--- src/rtl/mpx_tgt_pkg.sv ---
package mpx_tgt_pkg;

   typedef enum logic [2:0] {
      K_BYTE  = 3'd0,
      K_WORD  = 3'd1,
      K_LONG  = 3'd2,
      K_RSVD  = 3'd3,
      K_BURST = 3'd4
   } xfer_kind_e;

   // size code from the three top data lines
   function automatic xfer_kind_e kind_of(input logic [2:0] code);
      if (code[2]) return K_BURST;
      case (code[1:0])
         2'd0:    return K_BYTE;
         2'd1:    return K_WORD;
         2'd2:    return K_LONG;
         default: return K_RSVD;
      endcase
   endfunction

   function automatic logic [3:0] unit_bytes(input xfer_kind_e k);
      case (k)
         K_BYTE:  return 4'd1;
         K_WORD:  return 4'd2;
         K_LONG:  return 4'd4;
         default: return 4'd0;
      endcase
   endfunction

endpackage

--- src/rtl/mpx_tgt_capture.sv ---
module mpx_tgt_capture
   import mpx_tgt_pkg::*;
#(
   parameter int DW = 32,
   parameter int AW = 26
) (
   input  logic               clk_i,
   input  logic               rst_ni,
   input  logic               take_i,
   input  logic [DW-1:0]      d_i,
   input  logic               rnw_i,
   output logic [AW-1:0]      base_o,
   output xfer_kind_e         kind_o,
   output logic               rnw_o,
   output logic               rsvd_seen_o
);
   localparam int CODE_LSB = DW - 3;

   xfer_kind_e kind_in;
   logic       unused_pad;

   assign kind_in    = kind_of(d_i[DW-1:CODE_LSB]);
   assign unused_pad = ^d_i[CODE_LSB-1:AW];

   always_ff @(posedge clk_i or negedge rst_ni) begin
      if (!rst_ni) begin
         base_o      <= '0;
         kind_o      <= K_BYTE;
         rnw_o       <= 1'b1;
         rsvd_seen_o <= 1'b0;
      end else if (take_i) begin
         base_o <= d_i[AW-1:0];
         kind_o <= kind_in;
         rnw_o  <= rnw_i;
         if (kind_in == K_RSVD) rsvd_seen_o <= 1'b1;
      end
   end

endmodule

--- src/rtl/mpx_tgt_seq.sv ---
module mpx_tgt_seq #(
   parameter int BW = 3
) (
   input  logic          clk_i,
   input  logic          rst_ni,
   input  logic          strt_i,
   input  logic          sel_i,
   input  logic          frm_i,
   output logic          act_o,
   output logic          beat_o,
   output logic [BW-1:0] cnt_o
);
   logic          act_q;
   logic [BW-1:0] cnt_q;

   always_ff @(posedge clk_i or negedge rst_ni) begin
      if (!rst_ni) begin
         act_q <= 1'b0;
         cnt_q <= '0;
      end else if (strt_i && sel_i) begin
         act_q <= 1'b1;
         cnt_q <= '0;
      end else if (act_q && sel_i) begin
         cnt_q <= cnt_q + 1'b1;
         if (!frm_i) act_q <= 1'b0;
      end
   end

   assign act_o  = act_q;
   assign beat_o = act_q & sel_i & ~strt_i;
   assign cnt_o  = cnt_q;

endmodule

--- src/rtl/mpx_tgt_lanes.sv ---
module mpx_tgt_lanes
   import mpx_tgt_pkg::*;
#(
   parameter  int DW  = 32,
   localparam int NB  = DW / 8,
   localparam int LW  = $clog2(NB),
   localparam int NBW = LW + 1
) (
   input  xfer_kind_e     kind_i,
   input  logic [LW-1:0]  lo_i,
   output logic [NB-1:0]  be_o
);
   logic [NBW-1:0] nb;
   logic [LW-1:0]  mask;
   logic [LW-1:0]  start;

   always_comb begin
      nb    = NBW'(unit_bytes(kind_i));
      mask  = LW'(nb - 1'b1);
      start = lo_i & ~mask;
   end

   for (genvar g = 0; g < NB; g++) begin : g_lane
      assign be_o[g] = (kind_i == K_BURST) ||
                       ((nb != '0) && (g >= int'(start)) &&
                        (g < int'(start) + int'(nb)));
   end

endmodule

--- src/rtl/mpx_tgt.sv ---
module mpx_tgt
   import mpx_tgt_pkg::*;
#(
   parameter int DW = 32,
   parameter int AW = 26
) (
   input  logic              clk_i,
   input  logic              rst_ni,
   input  logic              bus_strt_i,
   input  logic              bus_sel_i,
   input  logic              bus_frm_i,
   input  logic              bus_rnw_i,
   input  logic [DW-1:0]     bus_d_i,
   output logic [DW-1:0]     bus_d_o,
   output logic              bus_oe_o,
   output logic              mem_en_o,
   output logic              mem_we_o,
   output logic [AW-1:0]     mem_addr_o,
   output logic [DW/8-1:0]   mem_be_o,
   output logic [DW-1:0]     mem_wdata_o,
   input  logic [DW-1:0]     mem_rdata_i,
   output logic              err_o
);
   localparam int NB  = DW / 8;
   localparam int LW  = $clog2(NB);
   localparam int BLK = 5;
   localparam int BW  = BLK - LW;

   if (DW != 32 && DW != 64) begin : g_bad_dw
      $error("mpx_tgt: DW must be 32 or 64");
   end
   if (AW <= BLK || AW >= DW - 3) begin : g_bad_aw
      $error("mpx_tgt: AW must lie above the block bits and below the code bits");
   end

   logic [AW-1:0] base_q;
   xfer_kind_e    kind_q;
   logic          rnw_q;
   logic          act;
   logic          beat;
   logic [BW-1:0] cnt_q;

   mpx_tgt_capture #(.DW(DW), .AW(AW)) u_cap (
      .clk_i       (clk_i),
      .rst_ni      (rst_ni),
      .take_i      (bus_strt_i & bus_sel_i),
      .d_i         (bus_d_i),
      .rnw_i       (bus_rnw_i),
      .base_o      (base_q),
      .kind_o      (kind_q),
      .rnw_o       (rnw_q),
      .rsvd_seen_o (err_o)
   );

   mpx_tgt_seq #(.BW(BW)) u_seq (
      .clk_i  (clk_i),
      .rst_ni (rst_ni),
      .strt_i (bus_strt_i),
      .sel_i  (bus_sel_i),
      .frm_i  (bus_frm_i),
      .act_o  (act),
      .beat_o (beat),
      .cnt_o  (cnt_q)
   );

   mpx_tgt_lanes #(.DW(DW)) u_lanes (
      .kind_i (kind_q),
      .lo_i   (base_q[LW-1:0]),
      .be_o   (mem_be_o)
   );

   logic unused_act;
   assign unused_act = act;

   // burst beats walk the bus-word field and wrap inside the 32-byte block
   always_comb begin
      if (kind_q == K_BURST)
         mem_addr_o = {base_q[AW-1:BLK], base_q[BLK-1:LW] + cnt_q, {LW{1'b0}}};
      else
         mem_addr_o = base_q;
   end

   assign mem_en_o    = beat;
   assign mem_we_o    = beat & ~rnw_q & (kind_q != K_RSVD);
   assign mem_wdata_o = bus_d_i;
   assign bus_oe_o    = beat & rnw_q;
   assign bus_d_o     = mem_rdata_i;

endmodule

--- config.mk ---
export PLATFORM = sky130hd
export DESIGN_NAME = mpx_tgt
export DESIGN_NICKNAME = d
export VERILOG_FILES = /design/src/rtl/mpx_tgt_pkg.sv /design/src/rtl/mpx_tgt_capture.sv /design/src/rtl/mpx_tgt_seq.sv /design/src/rtl/mpx_tgt_lanes.sv /design/src/rtl/mpx_tgt.sv
export SDC_FILE = /design/constraint.sdc
export NUM_CORES = 1
export LEC_CHECK = 0
export BUFFER_PORTS_ARGS = -buffer_cell sky130_fd_sc_hd__buf_2
export CORE_UTILIZATION = 45
export CTS_BUF_LIST = sky130_fd_sc_hd__clkbuf_4 sky130_fd_sc_hd__clkbuf_8
export DETAILED_ROUTE_END_ITERATION = 8
export GPL_TIMING_DRIVEN = 1
export PLACE_DENSITY = 0.95
export SLEW_MARGIN = 15
export SYNTH_ARGS = -nofsm -noshare
export SYNTH_HDL_FRONTEND = slang
export SYNTH_SLANG_ARGS = --single-unit
--- constraint.sdc ---
create_clock -name clk_i -period 5.66 [get_ports clk_i]
set_input_delay 0.283 -clock clk_i [delete_from_list [all_inputs] [get_ports clk_i]]
set_output_delay 0.283 -clock clk_i [all_outputs]
set_load 0.02 [all_outputs]
==> impl_metrics.tcl, run 1 <==
set metrics [dict create \
    critPathMaxStageDelay_ns 0.50 \
    worstSetupEndpointType "output port" \
    tns_ns 0 \
    fmax_ghz 0.362 \
    ys_ff_latch 35 \
    top_layer "met4" \
    synthCells 226 \
    synth-edff-count 0 \
    grt_max_degree 36 \
    grt_util_all_layers_pct 16.0 \
    p_per_area_nw_per_um2 333 \
    sw_frac_of_total_pct 34.0 \
    grt_pass1_vias 1426 \
    dr.pass1.iters 4 \
    yosysTopAreaCellShare_pct 36.2 \
    coreArea_um2 4880 \
    vias_per_cell 4.84 \
    dieArea_um2 5520 \
    yosys-top-cells-area "dfrtp_1 (36%), buf_4 (27%), mux2_2 (14%), ha_1 (2.1%), nor2_1 (1.4%)" \
    wl_per_cell_um 14.0 \
    synth_async_sr_flop_share_pct 100 \
    drive_above_1_share_pct 58.9 \
    post-route-util_pct 48.3 \
    path_clk_slew_ns 0.06 \
    power_frac_comb_pct 34.0 \
    worstPathRequired_ns 5.38 \
    area_growth_pct 0.159 \
    cts_buffer_depth 2 \
    first_iter_violations 42 \
    leakagePower_uw 0.00118 \
    critPathBufInv 1 \
    grt_overflow_total 0 \
    hpwl_mm 3.39 \
    synth.avg_cell_area_um2 10.4 \
    finalWeightedCongestion 0.837 \
    fin_skew_ns 0.00295 \
    antenna_found_initial 0 \
    min_period_ns 2.76 \
    num_vias 1492 \
    fin_nets 315 \
    crit_path_top_delay_cell "dfrtp_1" \
    postRouteAntennaNets 0 \
    hold_ws_ns 0.0755 \
    cts_hold_buf 0 \
    switchingPower_uw 268 \
    io_pins 168 \
    status "finished, final reports clean" \
    worstMarginPinSlew_ns 0.764 \
    synth_warnings 0 \
    ys_types 37 \
    clock_latency_ns 0.28 \
    cts_root_buffer "clkbuf_8" \
    crit_fanout 10 \
    clock_sinks 35 \
    cp.arrival_ns 2.48 \
    irDropWorstVdd_mv 0.171 \
    ys_seq_area_share_pct 37.3 \
    die_h_um 74.3 \
    drc_errors 0 \
    postCtsSetupBuffers 0 \
    grt_pass1_wl_mm 6.58 \
    slew_headroom_pct 49.1 \
    synth_area_um2 2350 \
    cts_tree "done" \
    drv_cap 0 \
    synth_area_leader_cell "dfrtp_1" \
    routed_wl_mm 4.33 \
    synth_nets 301 \
    h-tree-depth 2 \
    power_frac_seq_pct 40.9 \
    cpLargestDelayFamily "simple AND/OR/NAND/NOR gates" \
    rows 25 \
    post_cts_resized 0 \
    path_cells "or3_1, nor2_1, ha_1, or3b_1, a21oi_1, nand3b_1, o21a_1, buf_2" \
    hold_class "input port to async pin" \
    hold_viol_final 0 \
    finalCritPeriodShare_pct 48.8 \
    dp_cells 300 \
    synth_ff_type "dfrtp_1" \
    internal-power_uw 518 \
    die_w_um 74.3 \
    initial_core_util_pct 48.2 \
    worstSetupStartpointType "flip-flop" \
    portBuffers 97 \
    crit_type "flip-flop to output port" \
    met3WireLength_um 345 \
    power_frac_clock_pct 25.2 \
    rsz0062_at_grt "no" \
    cts-buffers-inserted 5 \
    wl_met1_mm 1.58 \
    antenna_cells 0 \
    finalSetupViolCount 0 \
    fin_cells 308 \
    drv_slew 0 \
    wl_met2_mm 2.31 \
]
==> flip-flops by register name, summed over array words and instances, names as in the netlist <==
name / cells
u_cap.kind_o: 3
u_seq.cnt_o: 3
u_seq.act_o: 1
u_cap.base_o: 26
u_cap.rnw_o: 1
u_cap.rsvd_seen_o: 1
==> layer usage <==
metal	GRT usage [%]	up-vias
met5	0	-
met4	9.43	0
met3	3.39	18
met2	28.9	71
met1	17.3	706
li1	-	697
==> per-stage QoR <==
| stage | total power [uW] | setup WS (ns) | instance area [um^2] |
|---|---|---|---|
| final | 786 | 2.90 | 2360 |
| after global routing | 833 | 2.74 | 2360 |
| after CTS | 797 | 2.92 | 2360 |
| after detailed placement | 594 | 3.24 | 2250 |
| after global placement | 582 | 3.37 | 2250 |
| after floorplan | 584 | 3.44 | 2350 |
==> layout make-up <==
cell class	count	area (um^2)
well taps	67	83.8
fillers	463	2520
multi-input cells	93	773
repair buffers	98	493
clock buffers	8	104
flip-flops and latches	35	877
inverters	7	26.3
==> path summary, 6_finish.rpt <==
kind | start | end | slack [ns] | cells after the start
max in group asynchronous | rst_ni | u_cap.kind_o[1]$_DFFE_PN0P_ | 5.10 | 1
setup / recovery | u_cap.kind_o[2]$_DFFE_PN0P_ | mem_be_o[1] | 2.90 | 8
min in group clk_i | bus_d_i[29] | u_cap.rsvd_seen_o$_DFFE_PN0P_ | 0.24 | 2
setup reg to reg | u_seq.cnt_o[0]$_DFFE_PN0P_ | u_seq.cnt_o[1]$_DFFE_PN0P_ | 4.50 | 4
hold / removal | rst_ni | u_cap.base_o[23]$_DFFE_PN0P_ | 0.08 | 1
hold reg to reg | u_cap.rsvd_seen_o$_DFFE_PN0P_ | u_cap.rsvd_seen_o$_DFFE_PN0P_ | 0.45 | 1
==> synth_stat cells (2+ instances only) <==
master and instances:
xnor2_1 3, dfrtp_1 34, o21a_1 2, buf_2 4, inv_1 7, o2bb2ai_1 2
nor3b_1 2, nor2_1 9, mux2_2 30, buf_4 86, nand2_1 7, a21o_1 2
nor3_1 3, o22ai_1 2, ha_1 4, a21oi_1 4, o21ai_0 5
==> cells by family after synthesis <==
logic type,synth area share [%]
multiplexers,14.4
AO/OA/AOI/OAI,6.91
AND/OR/NAND/NOR,7.50
buffers and inverters,29.9
adder cells (fa/ha/maj),2.98
XOR/XNOR,1.12
flip-flops,37.3
==> placed cells by master, fill, tap and decap left out, drive strengths merged, types with 3 or more instances in the layout <==
cell    count
buf        98
dfrtp      34
mux2       30
nor2       10
clkbuf      8
nand2       7
inv         7
o21ai       6
a21oi       4
ha          4
xnor2       3
nor3        3
==> power by group through the flow <==
| stage | combinational (uW) | sequential, uW | clock [uW] |
|---|---|---|---|
| 2_1_floorplan | 271 | 313 | 0 |
| 3_3_place_gp | 260 | 322 | 0 |
| 3_5_place_dp | 270 | 324 | 0 |
| 4_1_cts | 270 | 320 | 207 |
| 5_1_grt | 290 | 327 | 217 |
| 6_report | 267 | 321 | 198 |
(Power assumes the default switching activity.)
==> run 2, diff against run 1 <==
--- a/config.mk
+++ b/config.mk
@@ -6,11 +6,11 @@
 export NUM_CORES = 1
 export LEC_CHECK = 0
 export BUFFER_PORTS_ARGS = -buffer_cell sky130_fd_sc_hd__buf_2
-export CORE_UTILIZATION = 45
+export CORE_UTILIZATION = 42
 export CTS_BUF_LIST = sky130_fd_sc_hd__clkbuf_4 sky130_fd_sc_hd__clkbuf_8
 export DETAILED_ROUTE_END_ITERATION = 8
 export GPL_TIMING_DRIVEN = 1
-export PLACE_DENSITY = 0.95
+export PLACE_DENSITY = 0.9
 export SLEW_MARGIN = 15
 export SYNTH_ARGS = -nofsm -noshare
 export SYNTH_HDL_FRONTEND = slang
==> constraint.sdc (replaced) <==
create_clock -name clk_i -period 2.9 [get_ports clk_i]
set_input_delay 0.145 -clock clk_i [delete_from_list [all_inputs] [get_ports clk_i]]
set_output_delay 0.145 -clock clk_i [all_outputs]
set_load 0.02 [all_outputs]
==> run 2 against run 1 <==
Global-route usage fell by 0.45 points; routed wire length is 1.8% higher; highest routed layer unchanged; count of clock-buffer cells in the layout did not move; clock skew decreased by 0.00052 ns; critical path depth stayed put; sequential share of layout area decreased by 0.33 points; largest power group unchanged; largest cell class unchanged; register-to-register slack got worse by 2.7 ns.
==> impl_metrics.tcl, run 2 (synthesis results as in run 1) <==
set metrics [dict create \
    status "finished, final reports clean" \
    fmax_ghz 0.386 \
    finalWeightedCongestion 0.858 \
    final_common_cell "buf_2" \
    whs_path_depth 2 \
    antenna_cells 0 \
    crit_fanout 14 \
    grt_max_degree 36 \
    grt_pass1_vias 1620 \
    grt_pass1_wl_mm 7.27 \
    wl_per_cell_um 14.1 \
    rows 26 \
    coreArea_um2 5240 \
    cts-buffers-inserted 5 \
    fin_nets 317 \
    min_period_ns 2.59 \
    worstPathRequired_ns 2.76 \
    antenna_found_initial 0 \
    worstMarginPinSlew_ns 0.755 \
    finalSetupViolCount 0 \
    layout_common_cells "buf_2 (97), dfrtp_1 (34), mux2_2 (30), nor2_1 (9)" \
    worstSetupStartpointType "flip-flop" \
    dr.pass1.iters 4 \
    irDropWorstVdd_mv 0.398 \
    rsz0062_at_grt "no" \
    routed_wl_mm 4.40 \
    grt_util_all_layers_pct 15.6 \
    clock_sinks 35 \
    cts_tree "done" \
    first_iter_violations 60 \
    initial_core_util_pct 44.9 \
    crit_type "flip-flop to output port" \
    drv_slew 0 \
    drive_above_1_share_pct 58.8 \
    path_clk_slew_ns 0.07 \
    cts_buffer_depth 2 \
    postRouteAntennaNets 0 \
    p_per_area_nw_per_um2 645 \
    tns_ns 0 \
    largest_register "u_cap.base_o" \
    cp.arrival_ns 2.44 \
    die_w_um 76.9 \
    die_h_um 76.9 \
    dieArea_um2 5910 \
    n_fill_cell 478 \
    drv_cap 0 \
    h-tree-depth 2 \
    grt_overflow_total 0 \
    post-route-util_pct 45.4 \
    area_growth_pct 1.06 \
    num_vias 1527 \
    drc_errors 0 \
    slew_headroom_pct 49.7 \
    portBuffers 97 \
    finalCritPeriodShare_pct 89.3 \
    largest_reg_flops 26 \
    hold_viol_final 0 \
    worstSetupEndpointType "output port" \
    vias_per_cell 4.88 \
    fin_skew_ns 0.00243 \
    hold_class "input port to flip-flop" \
    reg2reg_depth 4 \
    io_pins 168 \
    clock_latency_ns 0.27 \
    cts_root_buffer "clkbuf_8" \
    hpwl_mm 3.55 \
    leakagePower_uw 0.00118 \
]
==> run 2: changes by cell type in the layout (fill, tap and decap cells not counted) <==
cell	before	now
buf_4	1	2
dlygate4sd3_1	0	1
==> run 2: worst paths after layout <==
check	from	to	slack [ns]
max	u_cap.kind_o[0]$_DFFE_PN0P_	mem_be_o[2]	0.31
min	bus_d_i[29]	u_cap.rsvd_seen_o$_DFFE_PN0P_	0.09
max reg2reg	u_seq.cnt_o[0]$_DFFE_PN0P_	u_seq.cnt_o[1]$_DFFE_PN0P_	1.80
min reg2reg	u_cap.rsvd_seen_o$_DFFE_PN0P_	u_cap.rsvd_seen_o$_DFFE_PN0P_	0.45
max in group asynchronous	rst_ni	u_cap.base_o[2]$_DFFE_PN0P_	1.95
min in group asynchronous	rst_ni	u_cap.base_o[24]$_DFFE_PN0P_	0.47
==> run 2: routing by layer <==
layer	share of wire, %	global-route usage [%]	vias up
met5	0	0	-
met4	2.9	8.08	0
met3	8.9	4.76	23
met2	53	28.9	95
met1	35	15.4	712
li1	-	-	697
==> run 2: layout make-up <==
type | count | area, um^2 | area share [%]
multi-input combinational | 93 | 773 | 32.5
tap | 70 | 87.6 | 3.68
timing repair buffer | 100 | 510 | 21.5
inverter | 7 | 26.3 | 1.10
sequential | 35 | 877 | 36.9
clock buffer | 8 | 104 | 4.37
==> run 2: critical path: stages, from the launching register on <==
cell	delay [ns]
dfrtp_1	0.60
or3_1	0.22
nor2_1	0.08
ha_1	0.23
or3b_1	0.36
a21oi_1	0.21
nand3b_1	0.18
o22a_1	0.13
buf_2	0.15
==> run 2: what timing repair did <==
| item | CTS | global route |
|---|---|---|
| hold endpoints to repair | 34 | 0 |
| hold buffers | 1 | 0 |
| resized for setup | 0 | 0 |
| buffers inserted | 0 | 0 |
==> run 2: metrics by stage <==
step                      worst slack (ns)  instances  power [uW]  hold slack (ns)  cell area (um^2)
after CTS                            0.319        313        1550           0.0919              2380
after global placement               0.760        304        1140            0.252              2260
after floorplan                      0.814        226        1140           -0.151              2350
after global routing                0.0968        313        1630            0.101              2380
after detailed placement             0.625        304        1160            0.256              2260
final                                0.312        313        1530           0.0922              2380
==> run 2: power breakdown <==
group / switching (uW) / internal (uW) / leakage (uW)
clock: 159 / 226 / 0.0000549
combinational: 301 / 225 / 0.000715
sequential: 59.4 / 564 / 0.000415
